--- src/rtl/safety_pkg.sv ---
package safety_pkg;

    localparam int unsigned LED_STEPS = 16;
    localparam int unsigned STEP_W    = 4;

    localparam logic [LED_STEPS-1:0] PAT_LIVE = 16'hFFFF;
    localparam logic [LED_STEPS-1:0] PAT_SAFE = 16'h5500;

    typedef enum logic {
        ST_SAFE = 1'b0,
        ST_LIVE = 1'b1
    } safety_state_t;

    typedef struct packed {
        logic accepted;
        logic toggle;
    } press_verdict_t;

    function automatic logic [LED_STEPS-1:0] pattern_for(input safety_state_t st);
        return (st == ST_LIVE) ? PAT_LIVE : PAT_SAFE;
    endfunction

    function automatic logic press_allowed(input safety_state_t st,
                                           input logic lock_engage,
                                           input logic lock_release);
        if (st == ST_LIVE) return !lock_engage;
        return !lock_release;
    endfunction

endpackage

--- src/rtl/safety_sample_timer.sv ---
module safety_sample_timer #(
    parameter int unsigned TICKS_PER_SAMPLE = 100
) (
    input  logic clk,
    input  logic rst,
    input  logic tick_i,
    output logic eval_o
);
    localparam int unsigned TW = (TICKS_PER_SAMPLE > 2) ? $clog2(TICKS_PER_SAMPLE) : 1;
    localparam logic [TW-1:0] LAST = TW'(TICKS_PER_SAMPLE - 1);

    logic [TW-1:0] tick_cnt;

    assign eval_o = tick_i && (tick_cnt == LAST);

    always_ff @(posedge clk) begin
        if (rst) begin
            tick_cnt <= '0;
        end else if (tick_i) begin
            tick_cnt <= (tick_cnt == LAST) ? '0 : tick_cnt + 1'b1;
        end
    end

    p_eval_on_tick_r1: assert property (@(posedge clk) disable iff (rst)
        eval_o |-> tick_i);

    p_cnt_idle_r1: assert property (@(posedge clk) disable iff (rst)
        !tick_i |=> $stable(tick_cnt));

endmodule

--- src/rtl/safety_press_filter.sv ---
module safety_press_filter
    import safety_pkg::*;
#(
    parameter int unsigned HOLD_SAMPLES = 10
) (
    input  logic           clk,
    input  logic           rst,
    input  logic           eval_i,
    input  logic           button_i,
    input  safety_state_t  state_i,
    input  logic           lock_engage_i,
    input  logic           lock_release_i,
    output press_verdict_t verdict_o
);
    localparam int unsigned CW = $clog2(HOLD_SAMPLES + 1);
    localparam logic [CW-1:0] HOLD_MAX = CW'(HOLD_SAMPLES);
    localparam logic [CW-1:0] HOLD_PRE = CW'(HOLD_SAMPLES - 1);

    logic [CW-1:0] run_cnt;

    always_comb begin
        verdict_o.accepted = button_i && press_allowed(state_i, lock_engage_i, lock_release_i);
        verdict_o.toggle   = eval_i && verdict_o.accepted && (run_cnt == HOLD_PRE);
    end

    always_ff @(posedge clk) begin
        if (rst) begin
            run_cnt <= '0;
        end else if (eval_i) begin
            if (!verdict_o.accepted)      run_cnt <= '0;
            else if (run_cnt != HOLD_MAX) run_cnt <= run_cnt + 1'b1;
        end
    end

    p_cnt_bound_r5: assert property (@(posedge clk) disable iff (rst)
        run_cnt <= HOLD_MAX);

    p_lock_engage_r2: assert property (@(posedge clk) disable iff (rst)
        (eval_i && state_i == ST_LIVE && lock_engage_i) |=> run_cnt == '0);

    p_lock_release_r3: assert property (@(posedge clk) disable iff (rst)
        (eval_i && state_i == ST_SAFE && lock_release_i) |=> run_cnt == '0);

    p_cnt_idle_r4: assert property (@(posedge clk) disable iff (rst)
        !eval_i |=> $stable(run_cnt));

endmodule

--- src/rtl/safety_led_sequencer.sv ---
module safety_led_sequencer
    import safety_pkg::*;
(
    input  logic          clk,
    input  logic          rst,
    input  logic          eval_i,
    input  safety_state_t state_next_i,
    output logic          led_n_o
);
    logic [STEP_W-1:0]    step;
    logic [STEP_W-1:0]    step_next;
    logic [LED_STEPS-1:0] pat;

    always_comb begin
        step_next = step + 1'b1;
        pat       = pattern_for(state_next_i);
    end

    always_ff @(posedge clk) begin
        if (rst) begin
            step    <= '0;
            led_n_o <= 1'b1;
        end else if (eval_i) begin
            step    <= step_next;
            led_n_o <= ~pat[step_next];
        end
    end

    p_step_adv_r6: assert property (@(posedge clk) disable iff (rst)
        eval_i |=> step == STEP_W'($past(step) + 1'b1));

    p_led_hold_r6: assert property (@(posedge clk) disable iff (rst)
        !eval_i |=> $stable(led_n_o));

endmodule

--- src/rtl/safety_switch_ctrl.sv ---
module safety_switch_ctrl
    import safety_pkg::*;
#(
    parameter int unsigned TICKS_PER_SAMPLE = 100,
    parameter int unsigned HOLD_SAMPLES     = 10
) (
    input  logic clk,
    input  logic rst,
    input  logic tick_ms_i,
    input  logic button_i,
    input  logic lock_engage_i,
    input  logic lock_release_i,
    input  logic force_safe_i,
    input  logic force_live_i,
    output logic safety_off_o,
    output logic led_n_o
);
    logic           eval;
    press_verdict_t verdict;
    safety_state_t  state_q;
    safety_state_t  state_d;

    safety_sample_timer #(.TICKS_PER_SAMPLE(TICKS_PER_SAMPLE)) timer_i (
        .clk    (clk),
        .rst    (rst),
        .tick_i (tick_ms_i),
        .eval_o (eval)
    );

    safety_press_filter #(.HOLD_SAMPLES(HOLD_SAMPLES)) filter_i (
        .clk            (clk),
        .rst            (rst),
        .eval_i         (eval),
        .button_i       (button_i),
        .state_i        (state_q),
        .lock_engage_i  (lock_engage_i),
        .lock_release_i (lock_release_i),
        .verdict_o      (verdict)
    );

    always_comb begin
        state_d = state_q;
        if (verdict.toggle) begin
            state_d = (state_q == ST_LIVE) ? ST_SAFE : ST_LIVE;
        end
        if (force_safe_i)      state_d = ST_SAFE;
        else if (force_live_i) state_d = ST_LIVE;
    end

    always_ff @(posedge clk) begin
        if (rst) state_q <= ST_SAFE;
        else     state_q <= state_d;
    end

    safety_led_sequencer led_i (
        .clk          (clk),
        .rst          (rst),
        .eval_i       (eval),
        .state_next_i (state_d),
        .led_n_o      (led_n_o)
    );

    assign safety_off_o = (state_q == ST_LIVE);

    p_flag_stable_r9: assert property (@(posedge clk) disable iff (rst)
        (!eval && !force_safe_i && !force_live_i) |=> $stable(safety_off_o));

    p_force_safe_r7: assert property (@(posedge clk) disable iff (rst)
        force_safe_i |=> !safety_off_o);

    p_force_live_r7: assert property (@(posedge clk) disable iff (rst)
        (force_live_i && !force_safe_i) |=> safety_off_o);

    p_led_live_r6: assert property (@(posedge clk) disable iff (rst)
        (eval && state_d == ST_LIVE) |=> !led_n_o);

endmodule

--- config.mk ---
export PLATFORM = sky130hd
export DESIGN_NAME = safety_switch_ctrl
export DESIGN_NICKNAME = d
export VERILOG_FILES = /design/src/rtl/safety_pkg.sv /design/src/rtl/safety_sample_timer.sv /design/src/rtl/safety_press_filter.sv /design/src/rtl/safety_led_sequencer.sv /design/src/rtl/safety_switch_ctrl.sv
export SDC_FILE = /design/constraint.sdc
export NUM_CORES = 1
export LEC_CHECK = 0
export ABC_AREA = 1
export BUFFER_PORTS_ARGS = -buffer_cell sky130_fd_sc_hd__buf_2
export CAP_MARGIN = 40
export CORE_MARGIN = 2
export CORE_UTILIZATION = 32
export CTS_CLUSTER_SIZE = 14
export DETAILED_ROUTE_END_ITERATION = 8
export GPL_TIMING_DRIVEN = 1
export PLACE_DENSITY_LB_ADDON = 0.25
export SLEW_MARGIN = 20
export SYNTH_ARGS = -nofsm -noshare
export SYNTH_HDL_FRONTEND = slang
export SYNTH_HIERARCHICAL = 1
export SYNTH_SLANG_ARGS = --single-unit
--- constraint.sdc ---
create_clock -name clk -period 2.17 [get_ports clk]
set_input_delay 0.217 -clock clk [delete_from_list [all_inputs] [get_ports clk]]
set_output_delay 0.217 -clock clk [all_outputs]
set_load 0.02 [all_outputs]
==> results of run 1 <==
-- flip-flops by register name, indices dropped and copies added (netlist names) --
| name | flops |
|---|---|
| filter_i/run_cnt | 4 |
| led_i/led_n_o | 1 |
| led_i/step | 4 |
| safety_off_o | 1 |
| timer_i/tick_cnt | 7 |
-- routing by layer --
layer	wire length [µm]	part of all wire	up-vias
met1	870	0.49	366
met3	87	0.049	2
met2	786	0.45	12
met4	19	0.011	0
li1	-	-	460
met5	0	0	-
-- worst max-delay path, delay by kind of cell, from the launching register on --
kind                       cells  cell delay, ns
and+or+nand+nor               10            0.82
DFF                            1            0.40
buffers and inverters          4            0.22
adders and majority gates      1            0.21
-- area by class of cell --
type	instances	area, µm²
fill	320	1870
multi-input combinational	100	551
sequential	17	340
inverter	25	93.8
timing repair buffer	10	52.6
tap	33	41.3
clock buffer	4	26.3
-- report_power, final --
group / total, µW / switching [µW] / internal, µW
clock: 172 / 101 / 71.5
sequential: 322 / 4.94 / 317
combinational: 41.1 / 24.2 / 16.9
total: 535 / 130 / 405
-- how the worst max path moves through the flow --
| stage | slack, ns | endpoint | from | cells after the start |
|---|---|---|---|---|
| floorplan | 0.38 | led_i/led_n_o | timer_i/tick_cnt[0] | 15 |
| global placement | 0.53 | led_i/led_n_o | timer_i/tick_cnt[0] | 15 |
| detailed placement | 0.49 | led_i/led_n_o | timer_i/tick_cnt[0] | 15 |
| CTS | 0.47 | led_i/led_n_o | timer_i/tick_cnt[0] | 15 |
| global route | 0.24 | led_i/led_n_o | timer_i/tick_cnt[0] | 15 |
| finish | 0.49 | led_i/led_n_o | timer_i/tick_cnt[0] | 15 |
-- cell usage after synthesis, drive strengths merged --
cell type,n,share of area
nand3,8,0.051
ha,5,0.064
o21ai,1,0.0051
nor2b,1,0.0064
nand4,3,0.019
xnor2,2,0.018
nor3,2,0.015
inv,25,0.095
xor2,1,0.0089
a21oi,7,0.039
nor2,24,0.12
mux2i,1,0.010
nand2,43,0.19
and2,1,0.0064
dfxtp,17,0.35
nor3b,1,0.0076
-- stage by stage --
stage / utilization / power [µW] / setup slack [ns]
after global placement: 0.362 / 369 / 0.528
after global routing: 0.371 / 562 / 0.243
final: 0.371 / 535 / 0.490
after CTS: 0.371 / 549 / 0.474
after floorplan: - / 354 / 0.384
after detailed placement: 0.362 / 370 / 0.494
-- cells by family (layout without fill, tap and decap cells) --
family / Yosys count / in the layout / synth area share
xor+xnor: 3 / 3 / 0.0267
simple gates: 83 / 83 / 0.414
flops: 17 / 17 / 0.346
fa+ha+maj: 5 / 5 / 0.0635
buf+inv: 25 / 39 / 0.0953
mux: 1 / 1 / 0.0102
compound gates: 8 / 8 / 0.0445
==> flow_summary.yaml, run 1 <==
synth:
  syn_avg_cell_area_um2: 6.93
  syn_area_um2: 985
  synth_fp_nets: 155
  synth_warnings: 6
  synthCells: 142
  ys_types: 24
  ys_ff_latch: 17
  seq_area_frac_synth: 0.346
outcome:
  status: "completed"
layout:
  drive_gt1_frac: 0.205
  syn2layout_area_growth_pct: 12.2
  final_cells: 189
  diodes: 0
  nets: 170
  layout_commonest_cell: "nand2_1"
  fin_area_um2: 1100
  final_cell_mix: "nand2_1, inv_1, nor2_1, dfxtp_1, buf_2"
global_route:
  use_met1: 0.133
  grt.busiest_layer: "met2"
  grt_use_met2: 0.203
  grt_pass1_wl_um: 3150
  use_met3: 0.0393
  globalRouteTotalUtil: 0.117
  gr-total-overflow: 0
  grt_max_degree: 13
  antenna_found_initial: 0
  first_global_vias: 787
setup_path:
  worstPathRequired_ns: 2.42
  crit_top_cell: "nand2_1"
  start_kind: "flop"
  cp_max_fo: 3
  reg2reg_slack_ns: 0.49
  r2r_end: "led_i/led_n_o"
  cpPeakStageDelay_ns: 0.40
  arrival_ns: 1.93
  worst-r2r-cell-count: 15
  crit_path_top_delay_cell: "dfxtp_1"
  endpoint_kind: "flop"
  crit_path_cell_trace: "ha_1, inv_1, nor2_1, nand2_1, inv_1, nand2_1, nor3_1, inv_1, nand2_1, nand3_2, nand2_2, inv_1, nor2_1, nand2_1, nand2_1"
  path_class: "flop to flop"
  rr_startpoint: "timer_i/tick_cnt[0]"
cts:
  clockRootBuffer: "clkbuf_4"
  cts_buffers: 3
  cts_buffer_depth: 2
  cts_sinks: 17
  cts_resized: 0
  cts_setup_buffers: 0
  path_clk_slew_ns: 0.10
  insertion_delay_ns: 0.29
  postCtsHoldBufs: 0
  cts_htree_levels: 1
  cts_tree: "done"
floorplan:
  dieArea_um2: 3540
  rows: 20
  die_h_um: 59.5
  core_um2: 2980
  die_w_um: 59.5
  num_io_pins: 10
  initial_core_util: 0.331
timing:
  whs_ns: 0.174
  rsz0062_at_grt: "no"
  worst_pin_slew_ns: 0.262
  setup_violations: 0
  layout_min_cycle_time_ns: 1.68
  tns_ns: 0
  drv_slew: 0
  timing.slew.headroom: 0.825
  fmax_mhz: 595
  post-route-period-util: 0.774
  skew_ns: 0.00990
  final-hold-violation-count: 0
placement:
  dp_hpwl_um: 1350
  gp_congestion: 0.750
  placed_area_um2: 1080
  io_buffers: 9
  dp.cells: 185
worst_hold_path:
  worstHoldEndpoint: "safety_off_o"
  holdPathStages: 4
  min-delay-start: "force_safe_i"
  hp-class: "input pin to flop"
run:
  drv_cap: 0
route:
  dr_total_vias: 840
  drc: 0
  drt_pass1_iterations: 3
  routedWlPerCell_um: 9.32
  finalWirelength_um: 1760
  drt-initial-drc-count: 14
  avgViaCountPerCell: 4.44
  ant_nets: 0
power:
  powerDensity_nw_per_um2: 484
  leakagePower_uw: 0.000495
  peakVddDrop_v: 0.000212
Power figures use the tool's default switching activity.
==> inputs of run 2 (changes only) <==
==> constraint.sdc (replaced) <==
create_clock -name clk -period 1.7 [get_ports clk]
set_input_delay 0.17 -clock clk [delete_from_list [all_inputs] [get_ports clk]]
set_output_delay 0.17 -clock clk [all_outputs]
set_load 0.02 [all_outputs]
==> run 2 against run 1 <==
Against the previous run:
- critical path depth did not move
- via count rose by 5.1%
- register-to-register slack worse by 0.32 ns
- count of clock-buffer cells in the layout unchanged
- critical endpoint unchanged
- highest routed layer unchanged
- sequential power rose by 27%
- utilization increased by 1.1 points
- cell count up 1.6%
- hold slack got worse by 0.058 ns
==> flow_summary.yaml, run 2 (synthesized netlist as in run 1, its figures left out) <==
timing:
  drv_slew: 0
  fmax_mhz: 655
  layout_min_cycle_time_ns: 1.53
  whs_ns: 0.116
  tns_ns: 0
  fin_ws_ns: 0.174
  final-hold-violation-count: 0
  post-route-period-util: 0.898
  skew_ns: 0.00753
  timing.slew.headroom: 0.825
  worst_pin_slew_ns: 0.262
  setup_violations: 0
  rsz0062_at_grt: "no"
route:
  finalWirelength_um: 1940
  routedWlPerCell_um: 10.1
  wl_met3_um: 80
  drc: 0
  drt_pass1_iterations: 4
  dr_total_vias: 883
  routed-wl-met2_um: 1020
  drt-initial-drc-count: 21
  avgViaCountPerCell: 4.60
  ant_nets: 0
  top_layer: "met4"
  wl_met1_um: 824
layout:
  syn2layout_area_growth_pct: 15.5
  largest_reg_flops: 7
  nets: 173
  regMostFlops: "timer_i/tick_cnt"
  nFillCells: 332
  layout_commonest_cell: "nand2_1"
  final_cells: 192
  drive_gt1_frac: 0.252
  diodes: 0
  reg_top3: "timer_i/tick_cnt x7, filter_i/run_cnt x4, led_i/step x4"
  final_cell_mix: "nand2_1, inv_1, nor2_1, dfxtp_1, buf_2"
power:
  peakVddDrop_v: 0.000450
  intPower_uw: 527
  power_frac_seq: 0.587
  p_comb_frac: 0.094
  clock_power_share: 0.319
  total_power_uw: 698
  switching_power_uw: 172
  leakagePower_uw: 0.000506
  powerDensity_nw_per_um2: 614
  swShare: 0.246
global_route:
  first_global_vias: 872
  antenna_found_initial: 0
  globalRouteTotalUtil: 0.131
  grt_pass1_wl_um: 3510
  gr-total-overflow: 0
  grt_max_degree: 13
placement:
  dp_slack_ns: 0.0458
  dp_hpwl_um: 1500
  dp.cells: 186
  gp_congestion: 0.753
  io_buffers: 9
cts:
  cts_htree_levels: 1
  cts_buffer_depth: 2
  insertion_delay_ns: 0.29
  path_clk_slew_ns: 0.11
  cts_tree: "done"
  cts_buffers: 3
  clockRootBuffer: "clkbuf_4"
  cts_sinks: 17
floorplan:
  initial_core_util: 0.331
  die_w_um: 59.5
  die_h_um: 59.5
  num_io_pins: 10
  rows: 20
  dieArea_um2: 3540
  core_um2: 2980
setup_path:
  path_class: "flop to flop"
  endpoint_kind: "flop"
  start_kind: "flop"
  worstPathRequired_ns: 1.95
  arrival_ns: 1.77
  cp_max_fo: 2
run:
  drv_cap: 0
outcome:
  status: "completed"
worst_hold_path:
  hp-class: "input pin to flop"
run 2: area by class of cell:
cell class	instances	area, µm²	share of cell area
well taps	33	41.3	0.0363
clock buffers	4	26.3	0.0231
repair buffers	13	75.1	0.0660
flip-flops and latches	17	343	0.301
multi-input cells	100	558	0.491
inverters	25	93.8	0.0825
run 2: metrics by stage:
| stage | instance area (µm²) | utilization |
|---|---|---|
| 4_1_cts | 1110 | 0.374 |
| 2_1_floorplan | 985 | - |
| 5_1_grt | 1140 | 0.382 |
| 6_report | 1140 | 0.382 |
| 3_5_place_dp | 1090 | 0.365 |
| 3_3_place_gp | 1090 | 0.365 |
run 2: path summary, 6_finish.rpt:
path / startpoint / endpoint / slack [ns] / cells past startpoint
setup / recovery: timer_i/tick_cnt[0] / led_i/led_n_o / 0.17 / 15
hold / removal: force_safe_i / safety_off_o / 0.12 / 4
setup reg to reg: timer_i/tick_cnt[0] / led_i/led_n_o / 0.17 / 15
hold reg to reg: led_i/led_n_o / led_i/led_n_o / 0.49 / 2
run 2: timing repair:
action	in CTS	in global routing
hold buffers	0	0
setup buffers	0	2
resized for setup	0	4
endpoints found under the setup margin	0	1
run 2: power by group through the flow:
stage	combinational, µW	sequential (µW)	clock, µW
floorplan	31.5	420	0
global placement	56.6	418	0
detailed placement	58.5	419	0
CTS	58.9	410	237
global route	73.2	411	251
finish	65.4	410	223
run 2: worst max-delay path, cell delays in order, from the launching register on:
cell and delay, ns:
dfxtp_2 0.34, ha_2 0.19, inv_1 0.05, nor2_1 0.09, nand2_1 0.09, inv_2 0.06
nand2_1 0.05, nor3_2 0.12, inv_1 0.05, nand2_1 0.06, nand3_2 0.06, nand2_2 0.07
inv_1 0.04, nor2_1 0.09, nand2_1 0.05, nand2_1 0.05
run 2: routing by layer:
layer | global-route usage | vias to the layer above
li1 | - | 468
met1 | 0.145 | 401
met2 | 0.239 | 12
met3 | 0.0393 | 2
met4 | 0.0357 | 0
met5 | 0 | -
==> inputs of run 3 (changes only) <==
--- a/config.mk
+++ b/config.mk
@@ -14,6 +14,7 @@
 export DETAILED_ROUTE_END_ITERATION = 8
 export GPL_TIMING_DRIVEN = 1
 export PLACE_DENSITY_LB_ADDON = 0.25
+export REMOVE_ABC_BUFFERS = 1
 export SLEW_MARGIN = 20
 export SYNTH_ARGS = -nofsm -noshare
 export SYNTH_HDL_FRONTEND = slang
==> run 3 against run 2 <==
Against the previous run:
- clock skew shrank 0.0029 ns
- power rose by 0.55%
- final area up 0.88%
- hold slack worse by 0.0013 ns
- clock power about the same
- count of clock-buffer cells in the layout did not move
- sequential share of layout area down 0.26 points
- critical path type unchanged
- highest routed layer unchanged
==> flow_summary.yaml, run 3 (synthesized netlist as in run 1, its figures left out) <==
outcome:
  status: "completed"
route:
  drt-initial-drc-count: 11
  drt_pass1_iterations: 3
  avgViaCountPerCell: 4.40
  wl_met1_um: 880
  drc: 0
  routedWlPerCell_um: 9.62
  finalWirelength_um: 1850
  wl_met3_um: 81
  top_layer: "met4"
  routed-wl-met2_um: 872
  ant_nets: 0
  dr_total_vias: 845
layout:
  drive_gt1_frac: 0.245
  nFillCells: 320
  diodes: 0
  nets: 173
  multi_input_area_um2: 568
  seqCellArea_um2: 343
  fin_area_um2: 1150
  final_cell_mix: "nand2_1, inv_1, nor2_1, dfxtp_1, buf_2"
  syn2layout_area_growth_pct: 16.5
  largest_reg_flops: 7
  reg_top3: "timer_i/tick_cnt x7, filter_i/run_cnt x4, led_i/step x4"
  layout_commonest_cell: "nand2_1"
  regMostFlops: "timer_i/tick_cnt"
  final_util: 0.385
setup_path:
  rr_startpoint: "timer_i/tick_cnt[0]"
  arrival_ns: 1.75
  crit_family: "simple AND/OR/NAND/NOR gates"
  worstPathRequired_ns: 1.94
  crit_top_cell: "nand2_1"
  cp_max_fo: 2
  endpoint_kind: "flop"
  critPathBufInv: 4
  start_kind: "flop"
  cpPeakStageDelay_ns: 0.37
  crit_path_cell_trace: "ha_4, inv_1, nor2_1, nand2_1, inv_1, nand2_1, nor3_2, inv_1, nand2_1, nand3_2, nand2_2, inv_1, nor2_1, nand2_1, nand2_1"
  path_class: "flop to flop"
  r2r_end: "led_i/led_n_o"
  worst-r2r-cell-count: 15
  reg2reg_slack_ns: 0.20
  crit_path_top_delay_cell: "dfxtp_2"
cts:
  cts_tree: "done"
  cts_buffers: 3
  cts_buffer_depth: 2
  cts_htree_levels: 1
  cts_sinks: 17
  clockRootBuffer: "clkbuf_4"
  insertion_delay_ns: 0.29
  postCtsHoldBufs: 0
  path_clk_slew_ns: 0.10
global_route:
  first_global_vias: 798
  grt_max_degree: 13
  antenna_found_initial: 0
  globalRouteTotalUtil: 0.124
  gr-total-overflow: 0
  grt_pass1_wl_um: 3310
worst_hold_path:
  holdPathStages: 4
  worstHoldEndpoint: "safety_off_o"
  min-delay-start: "force_safe_i"
  hp-class: "input pin to flop"
power:
  total_power_uw: 702
  leakagePower_uw: 0.000508
  peakVddDrop_v: 0.000389
  powerDensity_nw_per_um2: 612
placement:
  gp_congestion: 0.754
  dp_hpwl_um: 1380
  io_buffers: 9
  placed_area_um2: 1090
timing:
  timing.slew.headroom: 0.821
  layout_min_cycle_time_ns: 1.50
  setup_violations: 0
  final-hold-violation-count: 0
  rsz0062_at_grt: "no"
  post-route-period-util: 0.885
  skew_ns: 0.00462
  drv_slew: 0
  worst_pin_slew_ns: 0.268
  fmax_mhz: 665
  whs_ns: 0.115
floorplan:
  rows: 20
  dieArea_um2: 3540
  die_h_um: 59.5
  core_um2: 2980
  die_w_um: 59.5
  initial_core_util: 0.331
  num_io_pins: 10
run:
  drv_cap: 0
[run 3: worst max path at each step]
stage,cells past startpoint,to,from
after global routing,15,led_i/led_n_o,timer_i/tick_cnt[0]
final,15,led_i/led_n_o,timer_i/tick_cnt[0]
after CTS,15,led_i/led_n_o,timer_i/tick_cnt[1]
after floorplan,15,led_i/led_n_o,timer_i/tick_cnt[0]
after global placement,15,led_i/led_n_o,timer_i/tick_cnt[1]
after detailed placement,15,led_i/led_n_o,timer_i/tick_cnt[1]
[run 3: cell type report]
cell class              instances  area share
clock buffers                   4      0.0229
inverters                      25      0.0818
multi-input cells             100       0.495
flip-flops and latches         17       0.299
well taps                      33      0.0360
repair buffers                 13      0.0654
[run 3: worst register-to-register path: stages (launching register included)]
cell     delay (ns)
dfxtp_2        0.37
ha_4           0.14
inv_1          0.04
nor2_1         0.09
nand2_1        0.08
inv_1          0.07
nand2_1        0.06
nor3_2         0.12
inv_1          0.06
nand2_1        0.06
nand3_2        0.06
nand2_2        0.07
inv_1          0.04
nor2_1         0.07
nand2_1        0.06
nand2_1        0.06
[run 3: metal layers]
metal  vias to the layer above  track usage
met5                         -            0
met4                         0       0.0292
met3                         2       0.0459
met2                        12        0.210
met1                       363        0.149
li1                        468            -
[run 3: power by group]
| group | total [µW] | internal (µW) | switching [µW] |
|---|---|---|---|
| registers | 412 | 405 | 6.94 |
| clock network | 223 | 91.3 | 132 |
| logic | 66.4 | 31.1 | 35.3 |
[run 3: per-stage QoR]
stage	worst slack (ns)	TNS (ns)	instances
4_1_cts	0.0351	0	190
3_3_place_gp	0.104	0	186
5_1_grt	0.0142	0	192
3_5_place_dp	0.0629	0	186
6_report	0.196	0	192
2_1_floorplan	-0.0858	-0.0858	142
[run 3: what timing repair did]
item / in CTS / in global routing
buffers inserted: 0 / 2
endpoints found under the hold margin: 0 / 0
resized for setup: 0 / 5
endpoints found under the setup margin: 0 / 1
